File: src/rtl/irrx_pkg.sv
package irrx_pkg;
    localparam int RUN_W  = 7;
    localparam int BYTE_W = RUN_W + 1;
    localparam logic [RUN_W-1:0] RUN_MAX = '1;

    typedef enum logic [1:0] {
        RX_IDLE  = 2'd0,
        RX_PULSE = 2'd1,
        RX_SPACE = 2'd2,
        RX_ERROR = 2'd3
    } rx_state_e;
endpackage

File: src/rtl/irrx_cond.sv
module irrx_cond #(
    parameter int SYNC_STAGES = 2
) (
    input  logic clk,
    input  logic rst_n,
    input  logic ir_in,
    input  logic invert,
    output logic level,
    output logic rise
);
    logic [SYNC_STAGES-1:0] sync_q;
    logic                   level_q;

    // shift the asynchronous input through the synchronizer chain
    always_ff @(posedge clk or negedge rst_n) begin
        if (!rst_n) begin
            sync_q  <= '0;
            level_q <= 1'b0;
        end else begin
            sync_q  <= {sync_q[SYNC_STAGES-2:0], ir_in};
            level_q <= level;
        end
    end

    assign level = sync_q[SYNC_STAGES-1] ^ invert;
    assign rise  = level & ~level_q;
endmodule

File: src/rtl/irrx_tick.sv
module irrx_tick #(
    parameter int SLOW_DIV = 1000,
    parameter int FAST_DIV = 200
) (
    input  logic clk,
    input  logic rst_n,
    input  logic fast,
    output logic tick
);
    localparam int DIV_W = $clog2(SLOW_DIV + 1);

    logic [DIV_W-1:0] cnt_q;
    logic [DIV_W-1:0] limit;

    assign limit = fast ? DIV_W'(FAST_DIV - 1) : DIV_W'(SLOW_DIV - 1);
    assign tick  = (cnt_q >= limit);

    always_ff @(posedge clk or negedge rst_n) begin
        if (!rst_n)    cnt_q <= '0;
        else if (tick) cnt_q <= '0;
        else           cnt_q <= cnt_q + DIV_W'(1);
    end
endmodule

File: src/rtl/irrx_runlen.sv
module irrx_runlen
    import irrx_pkg::*;
(
    input  logic              clk,
    input  logic              rst_n,
    input  logic              tick,
    input  logic              level,
    input  logic              rx_disable,
    input  logic              fifo_full,
    input  logic              fifo_pop,
    output logic              push,
    output logic [BYTE_W-1:0] push_byte
);
    rx_state_e        state_q, state_d;
    logic [RUN_W-1:0] run_q, run_d;
    logic             in_run;
    logic             same_lvl;
    logic             run_close;
    logic             drop;

    // state register
    always_ff @(posedge clk or negedge rst_n) begin
        if (!rst_n) begin
            state_q <= RX_IDLE;
            run_q   <= '0;
        end else begin
            state_q <= state_d;
            run_q   <= run_d;
        end
    end

    // outputs: run closes on a level flip or at the maximum length
    always_comb begin
        in_run    = (state_q == RX_PULSE) || (state_q == RX_SPACE);
        same_lvl  = (level == (state_q == RX_PULSE));
        run_close = tick && in_run && !rx_disable &&
                    (!same_lvl || (run_q == RUN_MAX));
        push      = run_close;
        push_byte = {(state_q == RX_SPACE), run_q};
        drop      = run_close && fifo_full && !fifo_pop;
    end

    // next state
    always_comb begin
        state_d = state_q;
        run_d   = run_q;
        if (rx_disable) begin
            state_d = RX_IDLE;
            run_d   = '0;
        end else begin
            unique case (state_q)
                RX_IDLE: begin
                    if (tick && level) begin
                        state_d = RX_PULSE;
                        run_d   = '0;
                    end
                end
                RX_PULSE, RX_SPACE: begin
                    if (tick) begin
                        if (run_close) run_d = '0;
                        else           run_d = run_q + RUN_W'(1);
                        if (!same_lvl) state_d = level ? RX_PULSE : RX_SPACE;
                        if (drop)      state_d = RX_ERROR;
                    end
                end
                RX_ERROR: state_d = RX_ERROR;
            endcase
        end
    end
endmodule

File: src/rtl/irrx_fifo.sv
module irrx_fifo #(
    parameter int DEPTH = 16,
    parameter int W     = 8
) (
    input  logic                         clk,
    input  logic                         rst_n,
    input  logic                         push,
    input  logic [W-1:0]                 push_data,
    input  logic                         pop,
    input  logic                         stat_rd,
    output logic [W-1:0]                 rd_data,
    output logic                         full,
    output logic [$clog2(DEPTH+1)-1:0]   level,
    output logic                         overrun
);
    localparam int PTR_W = $clog2(DEPTH);
    localparam int LVL_W = $clog2(DEPTH + 1);

    logic [W-1:0]     mem [DEPTH];
    logic [PTR_W-1:0] wptr_q, rptr_q;
    logic [LVL_W-1:0] level_q;
    logic             wr_ok, rd_ok;

    function automatic logic [PTR_W-1:0] ptr_next(input logic [PTR_W-1:0] p);
        return (p == PTR_W'(DEPTH - 1)) ? '0 : p + PTR_W'(1);
    endfunction

    assign full    = (level_q == LVL_W'(DEPTH));
    assign rd_ok   = pop && (level_q != '0);
    assign wr_ok   = push && (!full || rd_ok);
    assign rd_data = mem[rptr_q];
    assign level   = level_q;

    always_ff @(posedge clk) begin
        if (wr_ok) mem[wptr_q] <= push_data;
    end

    always_ff @(posedge clk or negedge rst_n) begin
        if (!rst_n) begin
            wptr_q  <= '0;
            rptr_q  <= '0;
            level_q <= '0;
            overrun <= 1'b0;
        end else begin
            if (wr_ok) wptr_q <= ptr_next(wptr_q);
            if (rd_ok) rptr_q <= ptr_next(rptr_q);
            if (wr_ok && !rd_ok)      level_q <= level_q + LVL_W'(1);
            else if (rd_ok && !wr_ok) level_q <= level_q - LVL_W'(1);
            if (push && !wr_ok)       overrun <= 1'b1;
            else if (stat_rd)         overrun <= 1'b0;
        end
    end
endmodule

File: src/rtl/irrx_carrier.sv
module irrx_carrier #(
    parameter int CNT_W = 16
) (
    input  logic             clk,
    input  logic             rst_n,
    input  logic             en,
    input  logic             clr,
    input  logic             rise,
    output logic [CNT_W-1:0] count,
    output logic             valid
);
    localparam logic [CNT_W-1:0] CNT_TOP = '1;

    always_ff @(posedge clk or negedge rst_n) begin
        if (!rst_n)                               count <= '0;
        else if (clr)                             count <= '0;
        else if (en && rise && count != CNT_TOP)  count <= count + CNT_W'(1);
    end

    assign valid = (count != '0) && (count != CNT_TOP);
endmodule

File: src/rtl/irrx_sampler.sv
module irrx_sampler
    import irrx_pkg::*;
#(
    parameter int SLOW_DIV    = 1000,
    parameter int FAST_DIV    = 200,
    parameter int DEPTH       = 16,
    parameter int IRQ_THRESH  = 8,
    parameter int CNT_W       = 16,
    parameter int SYNC_STAGES = 2
) (
    input  logic                         clk,
    input  logic                         rst_n,
    input  logic                         ir_in,
    input  logic                         oversample,
    input  logic                         invert,
    input  logic                         rx_disable,
    input  logic                         cnt_en,
    input  logic                         cnt_clr,
    input  logic                         rd_en,
    input  logic                         stat_rd,
    output logic [BYTE_W-1:0]            rd_data,
    output logic                         data_avail,
    output logic                         overrun,
    output logic [$clog2(DEPTH+1)-1:0]   fifo_level,
    output logic                         irq_rx,
    output logic [CNT_W-1:0]             carrier_count,
    output logic                         carrier_valid
);
    localparam int LVL_W = $clog2(DEPTH + 1);

    logic              level, rise, tick;
    logic              push, full;
    logic [BYTE_W-1:0] push_byte;

    irrx_cond #(.SYNC_STAGES(SYNC_STAGES)) u_cond (
        .clk(clk), .rst_n(rst_n), .ir_in(ir_in), .invert(invert),
        .level(level), .rise(rise)
    );

    irrx_tick #(.SLOW_DIV(SLOW_DIV), .FAST_DIV(FAST_DIV)) u_tick (
        .clk(clk), .rst_n(rst_n), .fast(oversample), .tick(tick)
    );

    irrx_runlen u_runlen (
        .clk(clk), .rst_n(rst_n), .tick(tick), .level(level),
        .rx_disable(rx_disable), .fifo_full(full), .fifo_pop(rd_en),
        .push(push), .push_byte(push_byte)
    );

    irrx_fifo #(.DEPTH(DEPTH), .W(BYTE_W)) u_fifo (
        .clk(clk), .rst_n(rst_n), .push(push), .push_data(push_byte),
        .pop(rd_en), .stat_rd(stat_rd), .rd_data(rd_data), .full(full),
        .level(fifo_level), .overrun(overrun)
    );

    irrx_carrier #(.CNT_W(CNT_W)) u_carrier (
        .clk(clk), .rst_n(rst_n), .en(cnt_en), .clr(cnt_clr), .rise(rise),
        .count(carrier_count), .valid(carrier_valid)
    );

    assign data_avail = (fifo_level != '0);
    assign irq_rx     = (fifo_level >= LVL_W'(IRQ_THRESH));
endmodule

File: config.mk
export PLATFORM = sky130hd
export DESIGN_NAME = irrx_sampler
export DESIGN_NICKNAME = d
export VERILOG_FILES = /design/src/rtl/irrx_pkg.sv /design/src/rtl/irrx_cond.sv /design/src/rtl/irrx_tick.sv /design/src/rtl/irrx_runlen.sv /design/src/rtl/irrx_fifo.sv /design/src/rtl/irrx_carrier.sv /design/src/rtl/irrx_sampler.sv
export SDC_FILE = /design/constraint.sdc
export NUM_CORES = 1
export LEC_CHECK = 0
export ABC_AREA = 1
export BUFFER_PORTS_ARGS = -buffer_cell sky130_fd_sc_hd__buf_2
export CORE_UTILIZATION = 50
export CTS_CLUSTER_SIZE = 30
export DETAILED_ROUTE_END_ITERATION = 7
export GPL_TIMING_DRIVEN = 0
export PLACE_DENSITY = 0.67
export RECOVER_POWER = 50
export REMOVE_ABC_BUFFERS = 1
export SLEW_MARGIN = 30
export SYNTH_ARGS = -nofsm -noshare
export SYNTH_HDL_FRONTEND = slang
export SYNTH_SLANG_ARGS = --single-unit
File: constraint.sdc
create_clock -name clk -period 4.5 [get_ports clk]
set_clock_uncertainty 0.2 [all_clocks]
set_input_delay 0.225 -clock clk [delete_from_list [all_inputs] [get_ports clk]]
set_output_delay 0.225 -clock clk [all_outputs]
set_load 0.005 [all_outputs]
# Word-level counts from Yosys, hierarchy flattened
# Memory sizes are Yosys's and may differ from the RTL's.
# Index checks and enable logic that the tools add are counted.
[word_totals]
register_bits = 52
mem_bits_rw = 128
input_bits = 10
out_inout_bits = 33
word_cells = 92
mem_count = 1
[memory_table]
columns = ["name", "depth", "word_bits", "read_ports", "rd_clocked_by_memory_dff", "wr", "line", "text"]
rows = [
  ["u_fifo.mem", 16, 8, 1, 0, 1, "irrx_fifo.sv:19", "logic [W-1:0] mem [DEPTH];"],
]
[op_classes]
n_addsub = 7
order_cmp = 2
eq_ne = 12
mux = 24
bitwise_logic = 3
n_reduce_logical = 33
[ops]
columns = ["operator", "n"]
rows = [
  ["two-way mux 16 bit", 2],
  ["two-way mux 7 bit", 4],
  ["two-way mux 10 bit", 2],
  ["adder 16 x 1 -> 16 bit, second input constant", 1],
  ["inequality test 16 bit, second input constant", 1],
  ["nonzero test 16 bit", 1],
  ["logical AND 1 bit", 14],
  ["case mux 7 bit (2 select lines)", 1],
  ["two-way mux 2 bit", 6],
  ["adder 10 x 1 -> 10 bit, second input constant", 1],
  ["greater-or-equal comparator 10 bit", 1],
  ["two-way mux 5 bit", 2],
  ["adder 4 x 1 -> 4 bit, second input constant", 2],
  ["== test 4 bit, second input constant", 2],
  ["two-way mux 4 bit", 2],
  ["adder 7 x 1 -> 7 bit, second input constant", 1],
  ["== test 7 bit, second input constant", 1],
  ["logical NOT 1 bit", 6],
  ["inequality test 3 x 2 -> 1 bit, second input constant", 2],
  ["case mux 2 bit (3 select lines)", 1],
  ["AND reduction 3 bit", 2],
  ["nonzero test 2 bit", 3],
  ["adder 5 x 1 -> 5 bit, second input constant", 1],
  ["== test 5 bit, second input constant", 1],
  ["other kinds (15)", 21],
]

# Depth between registers and ports, before layout
# Gate-level depths: netlist (run 1).
[logic_depth]
depth_word = 11
ltp_mapped = 20
depth_no_buf = 19

# Hierarchy
# Synthesis (run 1) repeated with hierarchy kept, for this count alone.
[unflattened]
hier_cells = 1023
hier_area_um2 = 9006.1
[by_module_without_submodules]
columns = ["mod", "n_inst", "cells_each", "area_per_inst_um2", "seq_area_each_um2"]
rows = [
  ["irrx_fifo", 1, 682, 6540.0, 4194.0],
  ["irrx_carrier", 1, 157, 1092.3, 400.4],
  ["irrx_runlen", 1, 93, 658.1, 225.2],
  ["irrx_tick", 1, 76, 586.8, 250.2],
  ["irrx_cond", 1, 10, 106.4, 75.1],
  ["irrx_sampler", 1, 5, 22.5, 0.0],
]

# Worst setup path after synthesis (run 1)
# Ideal clock, no wire load.
[synth_path]
path_kind = "register to register"
from = "register u_runlen.run_q[0]"
to = "register u_fifo.level_q[4] (netlist: u_fifo.level[4])"
setup_time_ps = 125
arrival_time_ps = 2775
t_required_ps = 4175
slack_ps = 1400
path_stages_with_launch = 19
n_path_buf = 1
period_less_slack_ps = 3100
path_cell_list = "dfrtp_1 > ha_1 > nand2_1 > nor2_1 > nand2_1 > a21oi_2 > nand2_1 > nor2_1 > buf_4 > ha_1 > inv_1 > fa_1 > a21oi_1 > nor2_1 > nor2_1 > nand2_1 > nand2_1 > nor2_1 > xor2_1"
[synth_via]
elab_chain_cells = 7
elab_cells_between_ends = 9
classes_between = "1 x eq/ne; 1 x mux; 7 x reduce/logical"
[synth_rtl]
columns = ["item", "line", "text"]
rows = [
  ["start: declaration", "irrx_runlen.sv:15", "logic [RUN_W-1:0] run_q, run_d;"],
  ["start signal: assignment", "irrx_runlen.sv:28", "run_q <= run_d;"],
  ["== test 7 bit *", "irrx_runlen.sv:37", "(!same_lvl || (run_q == RUN_MAX));"],
  ["logical OR 1 bit *", "irrx_runlen.sv:37", ""],
  ["logical AND 1 bit *", "irrx_runlen.sv:36", "run_close = tick && in_run && !rx_disable &&"],
  ["logical AND 1 bit *", "irrx_fifo.sv:30", "assign wr_ok = push && (!full || rd_ok);"],
  ["named net u_fifo.wr_ok", "irrx_fifo.sv:22", "logic wr_ok, rd_ok;"],
  ["logical NOT 1 bit", "irrx_fifo.sv:48", "else if (rd_ok && !wr_ok) level_q <= level_q - LVL_W'(1);"],
  ["logical AND 1 bit", "irrx_fifo.sv:48", ""],
  ["nonzero test 2 bit (no line)", "--", ""],
  ["end signal: assignment", "irrx_fifo.sv:47", "if (wr_ok && !rd_ok) level_q <= level_q + LVL_W'(1);"],
  ["end signal: assignment", "irrx_fifo.sv:48", ""],
  ["end: declaration", "irrx_fifo.sv:21", "logic [LVL_W-1:0] level_q;"],
]
# The timed path passes the listed nets; every way through them passes the cells marked *.
# A chain may end at the register's enable or synchronous reset.

# Worst setup path in the final report (run 1)
[layout_path]
from = "register u_runlen.run_q[3]"
to = "register u_fifo.level_q[4] (netlist: u_fifo.level[4])"
[layout_via]
elab_chain_cells = 7
elab_cells_between_ends = 9
classes_between = "1 x eq/ne; 1 x mux; 7 x reduce/logical"
[layout_rtl]
columns = ["item", "line"]
rows = [
  ["== test 7 bit *", "irrx_runlen.sv:37"],
  ["logical OR 1 bit *", "irrx_runlen.sv:37"],
  ["logical AND 1 bit *", "irrx_runlen.sv:36"],
  ["logical AND 1 bit *", "irrx_fifo.sv:30"],
  ["logical NOT 1 bit", "irrx_fifo.sv:48"],
  ["logical AND 1 bit", "irrx_fifo.sv:48"],
  ["nonzero test 2 bit (no line)", "--"],
]
# Every way passes the cells marked *; elsewhere a longest branch is shown, timed or not.

==> results.txt, run 1 <==
The cell count after synthesis is 772, and the post-synthesis average cell area is 10.48 µm². The global-route wire length before repair is 27610 µm. In the synthesized netlist, the cells that appear most often are sky130_fd_sc_hd__nand2_1, sky130_fd_sc_hd__edfxtp_1, sky130_fd_sc_hd__nor2_1.

For this run, the number of Yosys warnings is 0. In the routed layout, each cell is associated on average with a via count of 5.467. Synthesis inferred 180 register bits. For this block, the initial DRC count from the detailed router was 502. For the sequential share of the synthesized area, the log shows 0.6360. The tools report the site row count as 46. Hold is met by 0.07521 ns. STA classifies the critical path startpoint as a flip-flop. Power spread over the standard cell area amounts to 550.7 mW/mm². The relative contribution of combinational cells to total power came out at 0.259.

The critical path is of the flip-flop to flip-flop type. Ranked by total cell area, the synthesized netlist is headed by sky130_fd_sc_hd__edfxtp_1, sky130_fd_sc_hd__dfrtp_1, sky130_fd_sc_hd__nand2_1. Of all cell types, the one taking the most synthesized area is sky130_fd_sc_hd__edfxtp_1. Compared with the post-synthesis result, the final layout area differs by 12.71%. In the post-synthesis netlist, the cell with the most instances is sky130_fd_sc_hd__nand2_1. The tools report the reported net switching power as 1.717 mW.

Root cell of the clock tree: sky130_fd_sc_hd__clkbuf_16. After detailed routing, the total wire length is 17590 µm. The initial antenna violation count was 0; the number of top-level pins was 43.

The final HPWL from detailed placement is 11270 µm. Post-route fraction of the period consumed by the critical path: 0.8735. The number of antenna diodes in the final layout is 0.

In this run the deepest clock path goes through 2 buffers. Detailed routing inserted a total of 5697 vias. Timing would allow up to 254.4 MHz. Setup repair after global routing left no endpoint under its margin. The run gives 0.5111 as the initial core utilization. For the final count of negative-setup-slack endpoints, the log shows 0. The checks that failed: max-capacitance violations, max-slew violations. In the final timing run, aggregate negative setup slack is 0 ns. The run gives 5 as the length of the first detailed-routing pass in iterations. Counting distinct cell types in the post-synthesis netlist gives 45. The vertical die dimension was 129.2 µm; the internal power contribution was 3.304 mW.

The clock buffer count from CTS is 17, and the count of buffers from port buffering is 42. Share of synthesized flip-flops with an asynchronous set or reset: 0.2889. The area occupied by registers was 0.005151 mm²; the largest net degree at the start of global routing was 68.

After detailed routing, the average wire length per cell comes to 16.88 µm. TritonCTS built the clock tree. In the routed design, unresolved DRC markers number 0. After detailed routing, no signal wire sits above met4. The largest fanout on the critical path came out at 17. The most used flip-flop cell after synthesis is sky130_fd_sc_hd__edfxtp_1. The logs give 0.009117 mm² for the design area and 0.57 ns for the register-to-register path setup slack. The floorplan step defined a die boundary enclosing 0.01669 mm². The number of synthesized flops with an enable pin works out to 128.

The area of the core region was 0.01583 mm²; the footprint of the multi-input gates was 0.002547 mm². The run gives 0.306 as the clock share of power. The logs give 0.2231 for the aggregate global-route resource usage and 0 for the number of routed nets with antenna violations. The run gives 8636 µm as the met2 wirelength from detailed routing.

In this run the worst hold path is classified as primary input to flip-flop. The tools report the routability congestion estimate as 0.9115. The logs give -0.9288 for the worst-case headroom to the max-slew limit and 7645 µm for the met1 wire length. The share of the synthesized area in the top cell type works out to 0.4752. The tools report the fraction of power consumed by sequential logic as 0.435. The logs give 1 for the reported max-cap violation count and 4 for the total number of H-tree levels.

The final global-route overflow total is 0, and the count of clock tree sinks is 180. The final max-slew violation count is 53. Clock latency of the later-clocked register in the worst-skew pair: 0.42 ns.

The floorplan die width is 129.2 µm. The kind of end point of the critical path is a flip-flop. Switching part of the total power: 0.3420.

After the last flow step, the layout net total stands at 844. The data required time of the worst path was 4.64 ns; the total standard cell area after synthesis was 0.008089 mm². The via count of the first global-routing pass is 5373, and the layout cell share with drive strength beyond 1 is 0.09806. Cell area reported after detailed placement: 0.008456 mm². Clock-pin slew was measured on the worst setup and hold paths at 0.06 ns.

The worst path needs 3.931 ns of the cycle, external delays included. IR analysis of the VDD net gives a maximum drop of 0.0002932 V. The number of fill cells is 1326, and the number of hold violations in the final report is 0. The wire length on met3 was 892 µm; the transition time at the pin with the least slew margin was 2.893 ns. The total leakage power was 3.679 nW; the share of the core filled with cells in the final layout was 0.5760. The data arrival time at the worst-slack endpoint is 4.07 ns. The run finished, with violations left.
## area by class of cell
| type | instances | area share |
|---|---|---|
| multi-input combinational | 493 | 0.2794 |
| inverter | 73 | 0.03033 |
| timing repair buffer | 48 | 0.02813 |
| sequential | 180 | 0.5650 |
| clock buffer | 19 | 0.04748 |
| clock inverter | 13 | 0.02004 |
| tap | 216 | 0.02964 |
## layout by cell type (no fill, tap or decap), drive strengths merged, types with 10 or more instances in the layout
master	instances
nand2	158
edfxtp	128
nor2	84
o21ai	74
inv	73
dfrtp	52
a21oi	39
nand3	35
buf	31
clkbuf	30
ha	20
nor3	14
nand4	12
o22ai	11
a221oi	10
## cells by family after synthesis
group,after synthesis,share of synthesized area
buf+inv,99,0.04903
flops,180,0.6360
simple gates,313,0.1647
compound gates,151,0.1081
xor+xnor,8,0.008662
fa+ha+maj,21,0.03341
## state kept, by name (all words and copies together) (netlist names)
signal,count
u_carrier.count,16
u_cond.level_q,1
u_cond.sync_q,2
u_fifo.level,5
u_fifo.mem,128
u_fifo.overrun,1
u_fifo.rptr_q,4
u_fifo.wptr_q,4
u_runlen.run_q,7
u_runlen.state_q,2
u_tick.cnt_q,10
## critical path: stages, from the launching register on
cell	delay [ns]
sky130_fd_sc_hd__dfrtp_1	0.80
sky130_fd_sc_hd__inv_1	0.17
sky130_fd_sc_hd__nor2_1	0.23
sky130_fd_sc_hd__nand2_1	0.11
sky130_fd_sc_hd__a21oi_2	0.20
sky130_fd_sc_hd__nand2_1	0.09
sky130_fd_sc_hd__nor2_1	0.52
sky130_fd_sc_hd__ha_1	0.32
sky130_fd_sc_hd__inv_1	0.11
sky130_fd_sc_hd__fa_1	0.41
sky130_fd_sc_hd__a21oi_1	0.16
sky130_fd_sc_hd__nor2_1	0.05
sky130_fd_sc_hd__nor2_1	0.13
sky130_fd_sc_hd__nor2_1	0.05
sky130_fd_sc_hd__nor2_1	0.14
sky130_fd_sc_hd__xor2_1	0.16
## timing repair
action                                 in CTS  in global routing
setup endpoints to repair                   0                  1
hold buffers                                6                  0
setup buffers                               0                  0
gates resized for setup                     0                  2
endpoints found under the hold margin      61                  0
## per-stage QoR
step                      worst slack [ns]  instances  total power [mW]
after CTS                           0.3529       1042             5.038
final                               0.5693       1042             5.021
after global placement             -0.5149       1004             3.458
after detailed placement            0.4061       1004             3.513
after floorplan                      1.216        746             2.977
after global routing                0.1517       1042             5.309
## layer usage
metal | global-route usage | vias up
met2 | 0.3700 | 169
met1 | 0.2882 | 2736
li1 | - | 2769
met4 | 0.09827 | 0
met3 | 0.04046 | 23
met5 | 0 | -
## path summary, 6_finish.rpt
path                                   start             endpoint  cells after the start
setup / recovery           u_runlen.run_q[3]      u_fifo.level[4]                     15
hold / removal                         rd_en       u_fifo.overrun                      4
setup reg to reg           u_runlen.run_q[3]      u_fifo.level[4]                     15
hold reg to reg             u_cond.sync_q[0]     u_cond.sync_q[1]                      0
max in group asynchronous              rst_n     u_fifo.rptr_q[0]                      2
min in group asynchronous              rst_n  u_carrier.count[14]                      2
## power by group through the flow
stage	clock (mW)	sequential, mW	combinational (mW)
floorplan	0	2.11	0.867
global placement	0	2.20	1.26
detailed placement	0	2.22	1.29
CTS	1.55	2.18	1.31
global route	1.63	2.22	1.47
finish	1.53	2.18	1.30
(Power assumes the default switching activity.)
==> run 2: changes to the inputs <==
clock period = 4.63 ns   (was 4.5 ns; I/O delays follow)
==> run 2 against run 1 <==
The flow still finishes with violations (max-capacitance violations, max-slew violations). Setup slack lost 0.051 ns. Sequential cell count unchanged. Utilization barely moved. Routed wire length rose by 0.21%. Non-clock buffer count is the same. Sequential share of layout area about the same. Sequential power shrank 3%. Combinational power hardly changed. Die area stayed put. First-iteration DRC count decreased by 0.80%. Via count grew 0.51%.
==> results.txt, run 2 (synthesis results as in run 1) <==
The number of antenna diodes in the final layout is 0. Walking the worst path, the cells encountered are ha_1 -> nand2_1 -> nor2_1 -> nand2_1 -> a21oi_2 -> nand2_1 -> nor2_1 -> ha_1 -> inv_1 -> fa_1 -> a21oi_1 -> nor2_1 -> nor2_1 -> nor2_1 -> nor2_1 -> xor2_1. The clock net in this run drives a total of 180 sinks.

The logs give 0 for the DRC violation count after routing and 0.2231 for the aggregate global-route resource usage. Worst-case headroom to the max-slew limit: -0.9060. In this run the tool buffered the top-level ports with 42 buffer cells. Counting flops per register, the top entry is u_fifo.mem. Layout cell share with drive strength beyond 1: 0.09564. TritonCTS built the clock tree.

The path class of the tightest hold or removal check is primary input to flip-flop. After detailed routing, the number of vias per cell comes to 5.495. The tools report the initial core utilization as 0.5111. The initial antenna violation count was 0; the data arrival time at the worst-slack endpoint was 4.25 ns. Leaving out fill and tap cells, the most frequent cell in the layout is sky130_fd_sc_hd__nand2_1. The floorplan step defined a die boundary enclosing 0.01669 mm². The tools report the total leakage power as 3.682 nW. The largest fanout on the critical path is 19. Data on the critical path is required at its endpoint by 4.77 ns.

The start-to-end type of the worst setup path was flip-flop to flip-flop. The number of hold violations in the final report is 0. Post-CTS timing repair inserted 0 buffers for setup. The cell family contributing the most delay on the critical path is simple AND/OR/NAND/NOR gates.

The post-route fraction of the period consumed by the critical path works out to 0.8881. The cell sitting at the root of the clock tree is a sky130_fd_sc_hd__clkbuf_16. The run gives 0.08299 ns as the hold slack. Counting the buffers created by CTS gives 17. Setup repair after global routing left no endpoint under its margin. Via count of the first global-routing pass: 5373. The layout has 1328 filler cells.

The total of cells resized after clock tree synthesis was 0. 43 I/O pins were placed. After clock tree synthesis, the clock-pin slew on the worst setup and hold paths is 0.06 ns.

The tools report the reported max-cap violation count as 1. After detailed routing, the met3 layer carries 832 µm of wire. The run gives 7754 µm as the met1 wire length.

The run gives 8620 µm as the met2 wirelength from detailed routing. After the flow finishes, the layout carries non-filler instances totaling 1042. The power density over cell area is 535.3 mW/mm².

Entering global routing, the biggest net connects 68 pins. Compared with the post-synthesis result, the final layout area differs by 12.68%. On the worst path, the slowest cell contributes a delay of 0.81 ns. In the layout the commonest cells are sky130_fd_sc_hd__nand2_1, sky130_fd_sc_hd__edfxtp_1, sky130_fd_sc_hd__nor2_1. Wires add up to 17630 µm. Setup violations remaining at the end of the flow were counted as 0. The first global-routing pass estimated 27610 µm of wire.

From left edge to right edge, the die measures 129.2 µm. Total power for the finished layout comes to 4.879 mW. For the area of the core region, the log shows 0.01583 mm². The final HPWL from detailed placement is 11270 µm.

For the site row count, the log shows 46. The uppermost layer routed was met4. The floorplan step set the die height to 129.2 µm. The checks that failed: max-capacitance violations, max-slew violations.

IR analysis of the VDD net gives a maximum drop of 0.0002858 V. The run gives 844 as the number of nets in the final layout. The worst setup path is launched from a flip-flop.

For this block, the initial DRC count from the detailed router was 498. The routability congestion estimate was 0.9115. The buffer levels on the longest clock path is 2. The total buffers and inverters traversed by the critical path was 1. For this design, the slowest cell found on the critical path is sky130_fd_sc_hd__dfrtp_1. For this run, the top clock speed supported by timing is 243.2 MHz. Kind of end point of the critical path: a flip-flop.

The detail route stage leaves a number of antenna-violating nets equal to 0. In the final layout, the registers with the most flip-flops are u_fifo.mem (128), u_carrier.count (16), u_tick.cnt_q (10). The flow ran to the end, but the final reports show violations. The H-tree generated during clock tree synthesis spans 4 levels. The length of the first detailed-routing pass in iterations is 5, and the routed wirelength normalized by instance count is 16.92 µm. Summed over all layers, the global routing overflow is 0. The routed layout has 5726 vias. The clock reaches the later pin of the worst-skew pair after 0.42 ns.

The worst path in the final design needs a cycle of 4.112 ns, including I/O delays and setup. The register with the most flip-flops in the layout has 128 of them. The transition time at the pin with the least slew margin was 2.859 ns; the final max-slew violation count was 53.

Among the stages of the critical path, the cell type that occurs most often is sky130_fd_sc_hd__nor2_1. In this run, placement finished with an instance count of 1004.
==> run 2: cell count changes in the layout (fill, tap and decap cells not counted) <==
| cell | previous run | this run |
|---|---|---|
| sky130_fd_sc_hd__dfrtp_1 | 49 | 51 |
| sky130_fd_sc_hd__dfrtp_2 | 2 | 0 |
==> run 2: worst min-delay path, cell delays in order <==
cell	delay (ns)
sky130_fd_sc_hd__buf_2	0.09
sky130_fd_sc_hd__nor3_1	0.07
sky130_fd_sc_hd__nand3_1	0.16
sky130_fd_sc_hd__o21ai_0	0.11
==> run 2: cell type report <==
cell class                      instances  area, µm²  area share
Sequential cell                       180       5149      0.5649
Multi-Input combinational cell        493       2547      0.2795
Clock buffer                           19      432.9     0.04749
Inverter                               73      276.5     0.03034
Tap cell                              216      270.3     0.02965
Timing Repair Buffer                   48      256.5     0.02814
Clock inverter                         13      182.7     0.02004
==> run 2: what timing repair did <==
item	in CTS	in global routing
setup endpoints to repair	0	0
endpoints found under the hold margin	61	0
hold buffers	6	0
==> run 2: layer usage <==
metal / GRT usage / up-vias
met4: 0.09827 / 0
met3: 0.04046 / 25
met2: 0.3700 / 161
li1: - / 2772
met5: 0 / -
met1: 0.2882 / 2768
==> run 2: metrics by stage <==
stage	utilization	worst slack, ns	setup TNS [ns]	instance area [µm²]
final	0.5759	0.5179	0	9115
after global routing	0.5759	0.06496	0	9115
after CTS	0.5769	0.4829	0	9131
after detailed placement	0.5342	0.5361	0	8456
after global placement	0.5337	-0.3914	-2.633	8447
after floorplan	-	1.346	0	7966
==> run 2: worst paths after layout <==
| kind | start | to | slack, ns | depth (start not counted) |
|---|---|---|---|---|
| min in group asynchronous | rst_n | u_carrier.count[14] | 1.07 | 2 |
| max in group asynchronous | rst_n | u_fifo.rptr_q[0] | 1.14 | 2 |
| setup / recovery | u_runlen.run_q[1] | u_fifo.level[4] | 0.52 | 16 |
| setup reg to reg | u_runlen.run_q[1] | u_fifo.level[4] | 0.52 | 16 |
| hold / removal | rd_en | u_fifo.overrun | 0.08 | 4 |
| hold reg to reg | u_cond.sync_q[0] | u_cond.sync_q[1] | 0.16 | 0 |
==> run 2: where the power goes <==
part,total (mW),internal (mW),switching (mW)
Clock,1.49,0.903,0.587
Combinational,1.27,0.458,0.808
Sequential,2.12,1.85,0.275
